`config.mk`:
```
export PLATFORM = sky130hd
export DESIGN_NAME = ac_cmd_decoder
export DESIGN_NICKNAME = d
export VERILOG_FILES = /design/src/rtl/ac_cmd_pkg.sv /design/src/rtl/ac_frame_timer.sv /design/src/rtl/ac_field_capture.sv /design/src/rtl/ac_cmd_match.sv /design/src/rtl/ac_cmd_decoder.sv
export SDC_FILE = /design/constraint.sdc
export NUM_CORES = 1
export LEC_CHECK = 0
export BUFFER_PORTS_ARGS = -buffer_cell sky130_fd_sc_hd__buf_2
export CORE_MARGIN = 3
export CORE_UTILIZATION = 57
export CTS_CLUSTER_DIAMETER = 50
export CTS_CLUSTER_SIZE = 24
export DETAILED_ROUTE_END_ITERATION = 8
export PLACE_DENSITY_LB_ADDON = 0.3
export SKIP_LAST_GASP = 1
export SYNTH_ARGS = -nofsm -noshare
export SYNTH_HDL_FRONTEND = slang
export SYNTH_SLANG_ARGS = --single-unit
```
`constraint.sdc`:
```
create_clock -name clk_i -period 2.6 [get_ports clk_i]
set_clock_uncertainty 0.15 [all_clocks]
set_input_delay 0.13 -clock clk_i [delete_from_list [all_inputs] [get_ports clk_i]]
set_output_delay 0.13 -clock clk_i [all_outputs]
set_load 0.02 [all_outputs]
```
`src/rtl/ac_cmd_pkg.sv`:
```
package ac_cmd_pkg;

    // Default frame geometry and field sizes
    localparam int unsigned ACL_SLOT0_BITS = 16;
    localparam int unsigned ACL_SLOT_BITS  = 20;
    localparam int unsigned ACL_ID_BITS    = 2;
    localparam int unsigned ACL_ADDR_BITS  = 7;
    localparam int unsigned ACL_DATA_BITS  = 16;

    // Number of flag bits captured from the top of slot 0: frame valid, address tag, data tag
    localparam int unsigned ACL_FLAG_BITS  = 3;

    typedef enum logic [1:0] {
        CMD_NONE  = 2'd0,
        CMD_READ  = 2'd1,
        CMD_WRITE = 2'd2
    } cmd_kind_e;

    typedef struct packed {
        logic frame_ok;
        logic tag_addr;
        logic tag_data;
    } slot0_flags_t;

    // Acceptance rule: a primary device trusts the tags, a secondary one the ID field
    function automatic cmd_kind_e classify(
        input slot0_flags_t flags,
        input logic         id_match,
        input logic         primary,
        input logic         rd_req
    );
        if (!flags.frame_ok || !id_match) begin
            return CMD_NONE;
        end
        if (primary) begin
            if (rd_req) begin
                return flags.tag_addr ? CMD_READ : CMD_NONE;
            end
            return (flags.tag_addr && flags.tag_data) ? CMD_WRITE : CMD_NONE;
        end
        return rd_req ? CMD_READ : CMD_WRITE;
    endfunction

endpackage

```
`src/rtl/ac_frame_timer.sv`:
```
module ac_frame_timer #(
    parameter int unsigned FRAME_BITS = 56,
    parameter int unsigned CNT_W      = 6
) (
    input  logic             clk_i,
    input  logic             rst_i,
    input  logic             sync_i,
    output logic             bit_vld_o,
    output logic [CNT_W-1:0] bit_idx_o,
    output logic             last_o
);

    localparam logic [CNT_W-1:0] LAST_IDX = CNT_W'(FRAME_BITS - 1);

    logic             sync_q;
    logic             active_q;
    logic [CNT_W-1:0] cnt_q;
    logic             rise;

    // A rising sync edge always starts a fresh frame, even in the middle of one
    assign rise      = sync_i && !sync_q;
    assign bit_vld_o = rise || active_q;
    assign bit_idx_o = rise ? '0 : cnt_q;
    assign last_o    = bit_vld_o && (bit_idx_o == LAST_IDX);

    always_ff @(posedge clk_i) begin
        if (rst_i) begin
            sync_q   <= 1'b0;
            active_q <= 1'b0;
            cnt_q    <= '0;
        end else begin
            sync_q <= sync_i;
            if (bit_vld_o) begin
                active_q <= !last_o;
                cnt_q    <= bit_idx_o + 1'b1;
            end
        end
    end

    p_idx_range_r2: assert property (@(posedge clk_i) disable iff (rst_i)
        bit_vld_o |-> (bit_idx_o < CNT_W'(FRAME_BITS)));

    p_idx_step_r2: assert property (@(posedge clk_i) disable iff (rst_i)
        (bit_vld_o && !last_o) |=>
            (bit_vld_o && ((bit_idx_o == $past(bit_idx_o) + 1'b1) || (bit_idx_o == '0))));

    p_idle_after_last_r10: assert property (@(posedge clk_i) disable iff (rst_i)
        last_o |=> (!bit_vld_o || (bit_idx_o == '0)));

endmodule

```
`src/rtl/ac_field_capture.sv`:
```
module ac_field_capture #(
    parameter int unsigned SLOT0_BITS = 16,
    parameter int unsigned SLOT_BITS  = 20,
    parameter int unsigned ID_BITS    = 2,
    parameter int unsigned ADDR_BITS  = 7,
    parameter int unsigned DATA_BITS  = 16,
    parameter int unsigned CNT_W      = 6
) (
    input  logic                                                   clk_i,
    input  logic                                                   rst_i,
    input  logic                                                   bit_vld_i,
    input  logic [CNT_W-1:0]                                       bit_idx_i,
    input  logic                                                   sd_i,
    output logic [ac_cmd_pkg::ACL_FLAG_BITS+ID_BITS+ADDR_BITS+DATA_BITS:0] fields_o
);

    localparam int NF = 4;
    localparam int FLG = ac_cmd_pkg::ACL_FLAG_BITS;
    // Field widths: flags, ID field, read flag plus index, data
    localparam int FW [NF] = '{FLG, ID_BITS, ADDR_BITS + 1, DATA_BITS};
    // First frame bit index of each field
    localparam int FS [NF] = '{0, SLOT0_BITS - ID_BITS, SLOT0_BITS, SLOT0_BITS + SLOT_BITS};
    // Position of each field inside the packed output
    localparam int FO [NF] = '{0, FLG, FLG + ID_BITS, FLG + ID_BITS + ADDR_BITS + 1};

    // Only the bits a command needs are kept; reserved slot bits pass by
    for (genvar g = 0; g < NF; g++) begin : g_field
        logic [FW[g]-1:0] sh_q;
        logic             hit;

        assign hit = bit_vld_i
                     && (int'(bit_idx_i) >= FS[g])
                     && (int'(bit_idx_i) < FS[g] + FW[g]);

        always_ff @(posedge clk_i) begin
            if (rst_i) begin
                sh_q <= '0;
            end else if (hit) begin
                sh_q <= {sh_q[FW[g]-2:0], sd_i};
            end
        end

        assign fields_o[FO[g] +: FW[g]] = sh_q;
    end

    p_fields_hold_r2: assert property (@(posedge clk_i) disable iff (rst_i)
        !bit_vld_i |=> $stable(fields_o));

endmodule

```
`src/rtl/ac_cmd_match.sv`:
```
module ac_cmd_match
    import ac_cmd_pkg::*;
#(
    parameter int unsigned ID_BITS   = 2,
    parameter int unsigned ADDR_BITS = 7,
    parameter int unsigned DATA_BITS = 16
) (
    input  logic                 clk_i,
    input  logic                 rst_i,
    input  logic                 done_i,
    input  slot0_flags_t         flags_i,
    input  logic [ID_BITS-1:0]   id_rx_i,
    input  logic [ID_BITS-1:0]   strap_i,
    input  logic                 rd_req_i,
    input  logic [ADDR_BITS-1:0] addr_i,
    input  logic [DATA_BITS-1:0] data_i,
    output logic                 rd_stb_o,
    output logic                 wr_stb_o,
    output logic [ADDR_BITS-1:0] addr_o,
    output logic [DATA_BITS-1:0] data_o
);

    cmd_kind_e kind;

    always_comb begin
        kind = classify(flags_i, id_rx_i == strap_i, strap_i == '0, rd_req_i);
    end

    always_ff @(posedge clk_i) begin
        if (rst_i) begin
            rd_stb_o <= 1'b0;
            wr_stb_o <= 1'b0;
            addr_o   <= '0;
            data_o   <= '0;
        end else begin
            rd_stb_o <= done_i && (kind == CMD_READ);
            wr_stb_o <= done_i && (kind == CMD_WRITE);
            if (done_i && (kind != CMD_NONE)) begin
                addr_o <= addr_i;
                data_o <= data_i;
            end
        end
    end

    p_single_pulse_r3: assert property (@(posedge clk_i) disable iff (rst_i)
        (rd_stb_o || wr_stb_o) |=> !(rd_stb_o || wr_stb_o));

    p_excl_strobes_r3: assert property (@(posedge clk_i) disable iff (rst_i)
        !(rd_stb_o && wr_stb_o));

    p_frame_valid_r4: assert property (@(posedge clk_i) disable iff (rst_i)
        (rd_stb_o || wr_stb_o) |-> $past(flags_i.frame_ok));

    p_chip_select_r7: assert property (@(posedge clk_i) disable iff (rst_i)
        (rd_stb_o || wr_stb_o) |-> $past(id_rx_i == strap_i));

    p_primary_write_tags_r9: assert property (@(posedge clk_i) disable iff (rst_i)
        (wr_stb_o && ($past(strap_i) == '0)) |-> $past(flags_i.tag_addr && flags_i.tag_data));

    p_outputs_hold_r8: assert property (@(posedge clk_i) disable iff (rst_i)
        !(rd_stb_o || wr_stb_o) |-> ($stable(addr_o) && $stable(data_o)));

endmodule

```
`src/rtl/ac_cmd_decoder.sv`:
```
module ac_cmd_decoder
    import ac_cmd_pkg::*;
#(
    parameter int unsigned SLOT0_BITS = ACL_SLOT0_BITS,
    parameter int unsigned SLOT_BITS  = ACL_SLOT_BITS,
    parameter int unsigned ID_BITS    = ACL_ID_BITS,
    parameter int unsigned ADDR_BITS  = ACL_ADDR_BITS,
    parameter int unsigned DATA_BITS  = ACL_DATA_BITS
) (
    input  logic                 clk_i,
    input  logic                 rst_i,
    input  logic                 sync_i,
    input  logic                 sdata_i,
    input  logic [ID_BITS-1:0]   strap_id_i,
    output logic                 rd_stb_o,
    output logic                 wr_stb_o,
    output logic [ADDR_BITS-1:0] reg_addr_o,
    output logic [DATA_BITS-1:0] wr_data_o
);

    localparam int unsigned FRAME_BITS = SLOT0_BITS + 2 * SLOT_BITS;
    localparam int unsigned CNT_W      = $clog2(FRAME_BITS + 1);
    localparam int unsigned FLG        = ACL_FLAG_BITS;
    localparam int unsigned FIELD_W    = FLG + ID_BITS + ADDR_BITS + 1 + DATA_BITS;
    localparam int unsigned ID_LO      = FLG;
    localparam int unsigned CMD_LO     = FLG + ID_BITS;
    localparam int unsigned DATA_LO    = FLG + ID_BITS + ADDR_BITS + 1;

    logic               bit_vld;
    logic [CNT_W-1:0]   bit_idx;
    logic               frame_last;
    logic [FIELD_W-1:0] fields;
    slot0_flags_t       flags;

    ac_frame_timer #(
        .FRAME_BITS (FRAME_BITS),
        .CNT_W      (CNT_W)
    ) u_timer (
        .clk_i     (clk_i),
        .rst_i     (rst_i),
        .sync_i    (sync_i),
        .bit_vld_o (bit_vld),
        .bit_idx_o (bit_idx),
        .last_o    (frame_last)
    );

    ac_field_capture #(
        .SLOT0_BITS (SLOT0_BITS),
        .SLOT_BITS  (SLOT_BITS),
        .ID_BITS    (ID_BITS),
        .ADDR_BITS  (ADDR_BITS),
        .DATA_BITS  (DATA_BITS),
        .CNT_W      (CNT_W)
    ) u_capture (
        .clk_i     (clk_i),
        .rst_i     (rst_i),
        .bit_vld_i (bit_vld),
        .bit_idx_i (bit_idx),
        .sd_i      (sdata_i),
        .fields_o  (fields)
    );

    // First received bit lands at the top of the flag field
    assign flags = slot0_flags_t'(fields[FLG-1:0]);

    ac_cmd_match #(
        .ID_BITS   (ID_BITS),
        .ADDR_BITS (ADDR_BITS),
        .DATA_BITS (DATA_BITS)
    ) u_match (
        .clk_i    (clk_i),
        .rst_i    (rst_i),
        .done_i   (frame_last),
        .flags_i  (flags),
        .id_rx_i  (fields[ID_LO +: ID_BITS]),
        .strap_i  (strap_id_i),
        .rd_req_i (fields[CMD_LO + ADDR_BITS]),
        .addr_i   (fields[CMD_LO +: ADDR_BITS]),
        .data_i   (fields[DATA_LO +: DATA_BITS]),
        .rd_stb_o (rd_stb_o),
        .wr_stb_o (wr_stb_o),
        .addr_o   (reg_addr_o),
        .data_o   (wr_data_o)
    );

    p_strobe_after_last_r3: assert property (@(posedge clk_i) disable iff (rst_i)
        (rd_stb_o || wr_stb_o) |-> $past(frame_last));

endmodule

```
# ---- After elaboration in Yosys (flattened, before gate mapping)
# Cells that the tools add are included.
dict set report word_totals {
  regBits 62
  latchBits 0
  ramBits 0
  mem_bits_ro 0
  in_bits 6
  output_inout_bits 25
  mem_count 0
}
dict set report classes {
  add_sub_neg 1
  multipliers 0
  div 0
  order_cmp 7
  n_eq_ne 4
  n_shift 0
  muxes 16
  n_bitwise 0
  reduce_logical 21
}
# op count
set ops {}
lappend ops {{$mux 2} 8}
lappend ops {{$logic_and 1x1->1} 13}
lappend ops {{$lt 6x5->1 const B} 2}
lappend ops {{$mux 1} 7}
lappend ops {{$add 6x1->6 const B} 1}
lappend ops {{$eq 6x6->1 const B} 1}
lappend ops {{$ge 6x4->1 const B} 1}
lappend ops {{$ge 6x5->1 const B} 1}
lappend ops {{$ge 6x6->1 const B} 1}
lappend ops {{$lt 6x2->1 const B} 1}
lappend ops {{$lt 6x6->1 const B} 1}
lappend ops {{$mux 6} 1}
lappend ops {{$logic_not 1->1} 4}
lappend ops {{$eq 2x1->1 const B} 1}
lappend ops {{$eq 2x2->1} 1}
lappend ops {{$eq 2x2->1 const B} 1}
lappend ops {{$logic_not 2->1} 1}
lappend ops {{$logic_or 1x1->1} 2}
lappend ops {{$reduce_bool 2->1} 1}

# ---- Depth between registers and ports, before layout
dict set report depth {
  word_depth 11
  ltp_mapped 8
}

# ---- By module
# A second synthesis with hierarchy kept.
dict set report unflattened {
  cells_unflattened 271
  area_unflattened_um2 2728.9
}
# mod instances cells_each area_each_um2 seq_area_each_um2
set modules_own_cells {}
lappend modules_own_cells {ac_field_capture 1 111 1176.1 580.6}
lappend modules_own_cells {ac_cmd_match 1 111 1148.6 500.5}
lappend modules_own_cells {ac_frame_timer 1 49 404.1 160.2}

# ---- Worst setup path after synthesis
# Ideal clock, no wire load.
dict set report synth_timing {
  path_type {reg2reg}
  from {register u_timer.sync_q}
  to {register u_match.rd_stb_o}
  t_arrival_ns 2.001
  required_ns 2.392
  slack_ns 0.391
  stages_incl_launch_ff 9
  period_less_slack_ns 2.209
  path_cell_list {dfxtp_1 -> nand2b_1 -> buf_4 -> and2_1 -> ha_1 -> nand2_1 -> or4b_4 -> nor4_2 -> o311a_2}
}
dict set report synth_between {
  elab_chain_len 6
  word_cells_on_any_way 7
  cone_classes {1 x eq/ne; 1 x mux; 5 x reduce/logical}
}
# element line
set synth_rtl {}
lappend synth_rtl {{start, declared} ac_frame_timer.sv:15} ;# logic sync_q;
lappend synth_rtl {{start signal, assigned} ac_frame_timer.sv:32} ;# sync_q <= sync_i;
lappend synth_rtl {{$logic_not 1->1 *} ac_frame_timer.sv:21} ;# assign rise = sync_i && !sync_q;
lappend synth_rtl {{$logic_and 1x1->1 *} ac_frame_timer.sv:21}
lappend synth_rtl {{$mux 6} ac_frame_timer.sv:23} ;# assign bit_idx_o = rise ? '0 : cnt_q;
lappend synth_rtl {{$eq 6x6->1} ac_frame_timer.sv:24} ;# assign last_o = bit_vld_o && (bit_idx_o == LAST_IDX);
lappend synth_rtl {{$logic_and 1x1->1 *} ac_frame_timer.sv:24}
lappend synth_rtl {{$logic_and 1x1->1 *} ac_cmd_match.sv:36} ;# rd_stb_o <= done_i && (kind == CMD_READ);
lappend synth_rtl {{end signal, assigned} ac_cmd_match.sv:36}
lappend synth_rtl {{end, declared} ac_cmd_match.sv:17} ;# output logic rd_stb_o,
# Every way passes the cells marked *; elsewhere a longest branch is shown, timed or not.
# A chain may end at the register's enable or synchronous reset.

# ---- Final worst setup path
dict set report layout_timing {
  from {input sync_i}
  to {register u_match.rd_stb_o}
}
dict set report layout_between {
  elab_chain_len 5
  word_cells_on_any_way 6
  cone_classes {1 x eq/ne; 1 x mux; 4 x reduce/logical}
}
# element line
set layout_rtl {}
lappend layout_rtl {{start, declared} ac_cmd_decoder.sv:12} ;# input logic sync_i,
lappend layout_rtl {{$logic_and 1x1->1 *} ac_frame_timer.sv:21}
lappend layout_rtl {{$mux 6} ac_frame_timer.sv:23}
lappend layout_rtl {{$eq 6x6->1} ac_frame_timer.sv:24}
lappend layout_rtl {{$logic_and 1x1->1 *} ac_frame_timer.sv:24}
lappend layout_rtl {{$logic_and 1x1->1 *} ac_cmd_match.sv:36}
# Marked as above.

==> impl_metrics.ini <==
[setup_path]
crit_buf_inv = 2
cp.depth = 9
end_kind = flop
slowest_delay_ns = 0.53
r2r_cells = 7
cp-start-kind = input pin
path_delay_family = simple AND/OR/NAND/NOR gates
worstPathMaxFanout = 6
critPathSlowestCell = or4b_4
crit_chain = dlygate4sd3_1 -> buf_2 -> nand2b_1 -> and2_1 -> ha_1 -> nand2_1 -> or4b_4 -> nor4_2 -> o311a_2
worstPathRequired_ns = 2.73
timing_worst_setup_path_type = input pin to flop
worstPathArrival_ns = 2.49

[routing]
num_vias = 1858
drc = 0
vias_per_cell = 5.22
drtIter0Drc = 152
wl_mm = 4.58
wire_per_inst_um = 12.9
dr.pass1.iters = 4
ant_nets = 0

[synthesis]
synth_cell_types = 37
post-synth-top-count-cell = dfxtp_1
syn_area_um2 = 2680
synth_flop_cell = dfxtp_1
synth_area_leaders = dfxtp_1, mux2i_1, nand2b_1
synth_nets = 272
netlist_instances = 264
synth_top_area_cell = dfxtp_1
yosysWarningCount = 0
synth_commonest_cells = dfxtp_1, mux2i_1, nand2b_1
synth-edff-count = 0
ys_ff_latch = 62
ys_seq_area_share_pct = 46.3
syn_avg_cell_area_um2 = 10.2
yosys-mux-area-fraction_pct = 19.4
synthArstFlopShare_pct = 0
synth_adder_area_share_pct = 0.933
yosys.area_share.xor_xnor_pct = 1.63
synth_top_family_by_area = simple AND/OR/NAND/NOR gates
synth-compound-area-share_pct = 4.29
yosys.area_share.simple_pct = 24.0
synth_top_area_share_pct = 46.3

[clock_network]
clock_path_buffers = 2
hold_buffers = 4
numCtsBuffers = 9
cts_setup_buffers = 0
clk_pin_slew_worst_paths_ns = 0.07
root_buffer = clkbuf_8
htree_levels = 3
clk_latency_ns = 0.33
cts_tree = yes
cts_sinks = 62
cts_resized = 0

[power]
leakage_nw = 1.54
power.density_nw_per_um2 = 625
total_power_mw = 1.96
peakVddDrop_mv = 0.589

[sta]
worstMarginPinSlew_ns = 0.704
hold_violations = 0
fmax_mhz = 425
timing.setup.tns_ns = 0
slew_headroom_pct = 53.1
period_share_pct = 90.5
holdWs_ns = 0.0926
maxSlewViolCount = 0
finalSetupViolCount = 0
rsz0062_at_grt = false
layout_min_cycle_time_ns = 2.35

[final_layout]
fin_nets = 307
fin_area_um2 = 3140
area_delta_synth_final_pct = 16.9
drive_gt1_share_pct = 20.4
insertedDiodeCount = 0

[global_route]
antenna_found_initial = 0
grt_max_degree = 37
gr-total-overflow = 0
grtUsageTotal_pct = 18.2
grt_first_pass_wirelength_mm = 7.70
grt_pass1_vias = 1692

[status]
outcome = completed

[die]
num_rows = 24
core_um2 = 4440
ioPinCount = 31
die_w_um = 74.6
die_y_um = 74.6
initial_utilization_pct = 60.4
die_area_um2 = 5570

[placed_design]
gp_congestion = 0.843
place.port_buffers = 30
detailed_place.area_um2 = 2880
dp_hpwl_mm = 2.98

[worst_hold_path]
hold_class = input pin to flop
min_delay_path_depth = 2

[flow_run]
drv_cap = 0
worst paths after layout:
kind                                   startpoint                                        end  slack [ns]
setup / recovery                           sync_i                u_match.rd_stb_o$_SDFF_PP0_        0.25
hold / removal                              rst_i  u_capture.g_field[2].sh_q[0]$_SDFFE_PP0P_        0.09
setup reg to reg        u_timer.sync_q$_SDFF_PP0_                u_match.rd_stb_o$_SDFF_PP0_        0.29
hold reg to reg   u_match.data_o[11]$_SDFFE_PP0P_            u_match.data_o[11]$_SDFFE_PP0P_        0.32
power by group:
group          internal [mW]  total (mW)  switching [mW]
combinational         0.0400      0.0845          0.0444
clock                  0.538       0.914           0.376
sequential             0.957       0.962         0.00551
total                   1.53        1.96           0.426
kinds of logic (layout without fill, tap and decap cells):
| family | after synthesis | after routing |
|---|---|---|
| AOI/OAI and AO/OA | 14 | 14 |
| xor gates and xnor gates | 5 | 5 |
| adders and majority gates | 2 | 2 |
| buffers and inverters | 18 | 58 |
| DFF | 62 | 62 |
| muxes | 52 | 52 |
| and+or+nand+nor | 111 | 111 |
per-stage QoR:
step                      std cells  worst slack (ns)  utilization (%)
final                           356             0.246             70.6
after CTS                       356             0.264             70.6
after floorplan                 264             0.391                -
after global routing            356            0.0274             70.6
after detailed placement        336             0.338             64.9
after global placement          336             0.417             64.9
cell usage in the layout (no fill, tap or decap), types with 2 or more instances in the layout:
cell type	instances
dfxtp_1	62
o21ai_0	3
xnor2_1	4
buf_4	4
nand2_1	5
a211oi_1	2
nand2b_1	52
inv_1	2
dlygate4sd3_1	4
bufinv_16	2
buf_12	2
a21oi_1	4
clkinv_2	2
nand4_2	2
and2_1	3
nor2b_1	2
buf_2	30
nor2_1	32
mux2i_1	52
nor3b_1	2
nand4_1	3
ha_1	2
clkbuf_8	9
flip-flops by register name, summed over array words and instances (netlist names):
| name | count |
|---|---|
| u_match.addr_o | 7 |
| u_match.data_o | 16 |
| u_timer.active_q | 1 |
| u_capture.g_field.sh_q | 29 |
| u_match.rd_stb_o | 1 |
| u_timer.cnt_q | 6 |
| u_timer.sync_q | 1 |
| u_match.wr_stb_o | 1 |
per-layer routing:
layer	part of all wire [%]	track usage, %	up-vias
met5	0	0	-
met2	44	26.2	30
li1	-	-	960
met1	50	24.7	858
met3	3.3	4.59	10
met4	2.4	10.1	0
layout make-up:
| class | count | area (um^2) |
|---|---|---|
| repair buffers | 40 | 260 |
| multi-input cells | 184 | 1350 |
| flip-flops and latches | 62 | 1240 |
| clock inverters | 6 | 86.3 |
| clock buffers | 10 | 128 |
| fillers | 348 | 1310 |
| well taps | 52 | 65.1 |
| inverters | 2 | 7.51 |
Note: power is estimated with default switching activity, not from simulation.
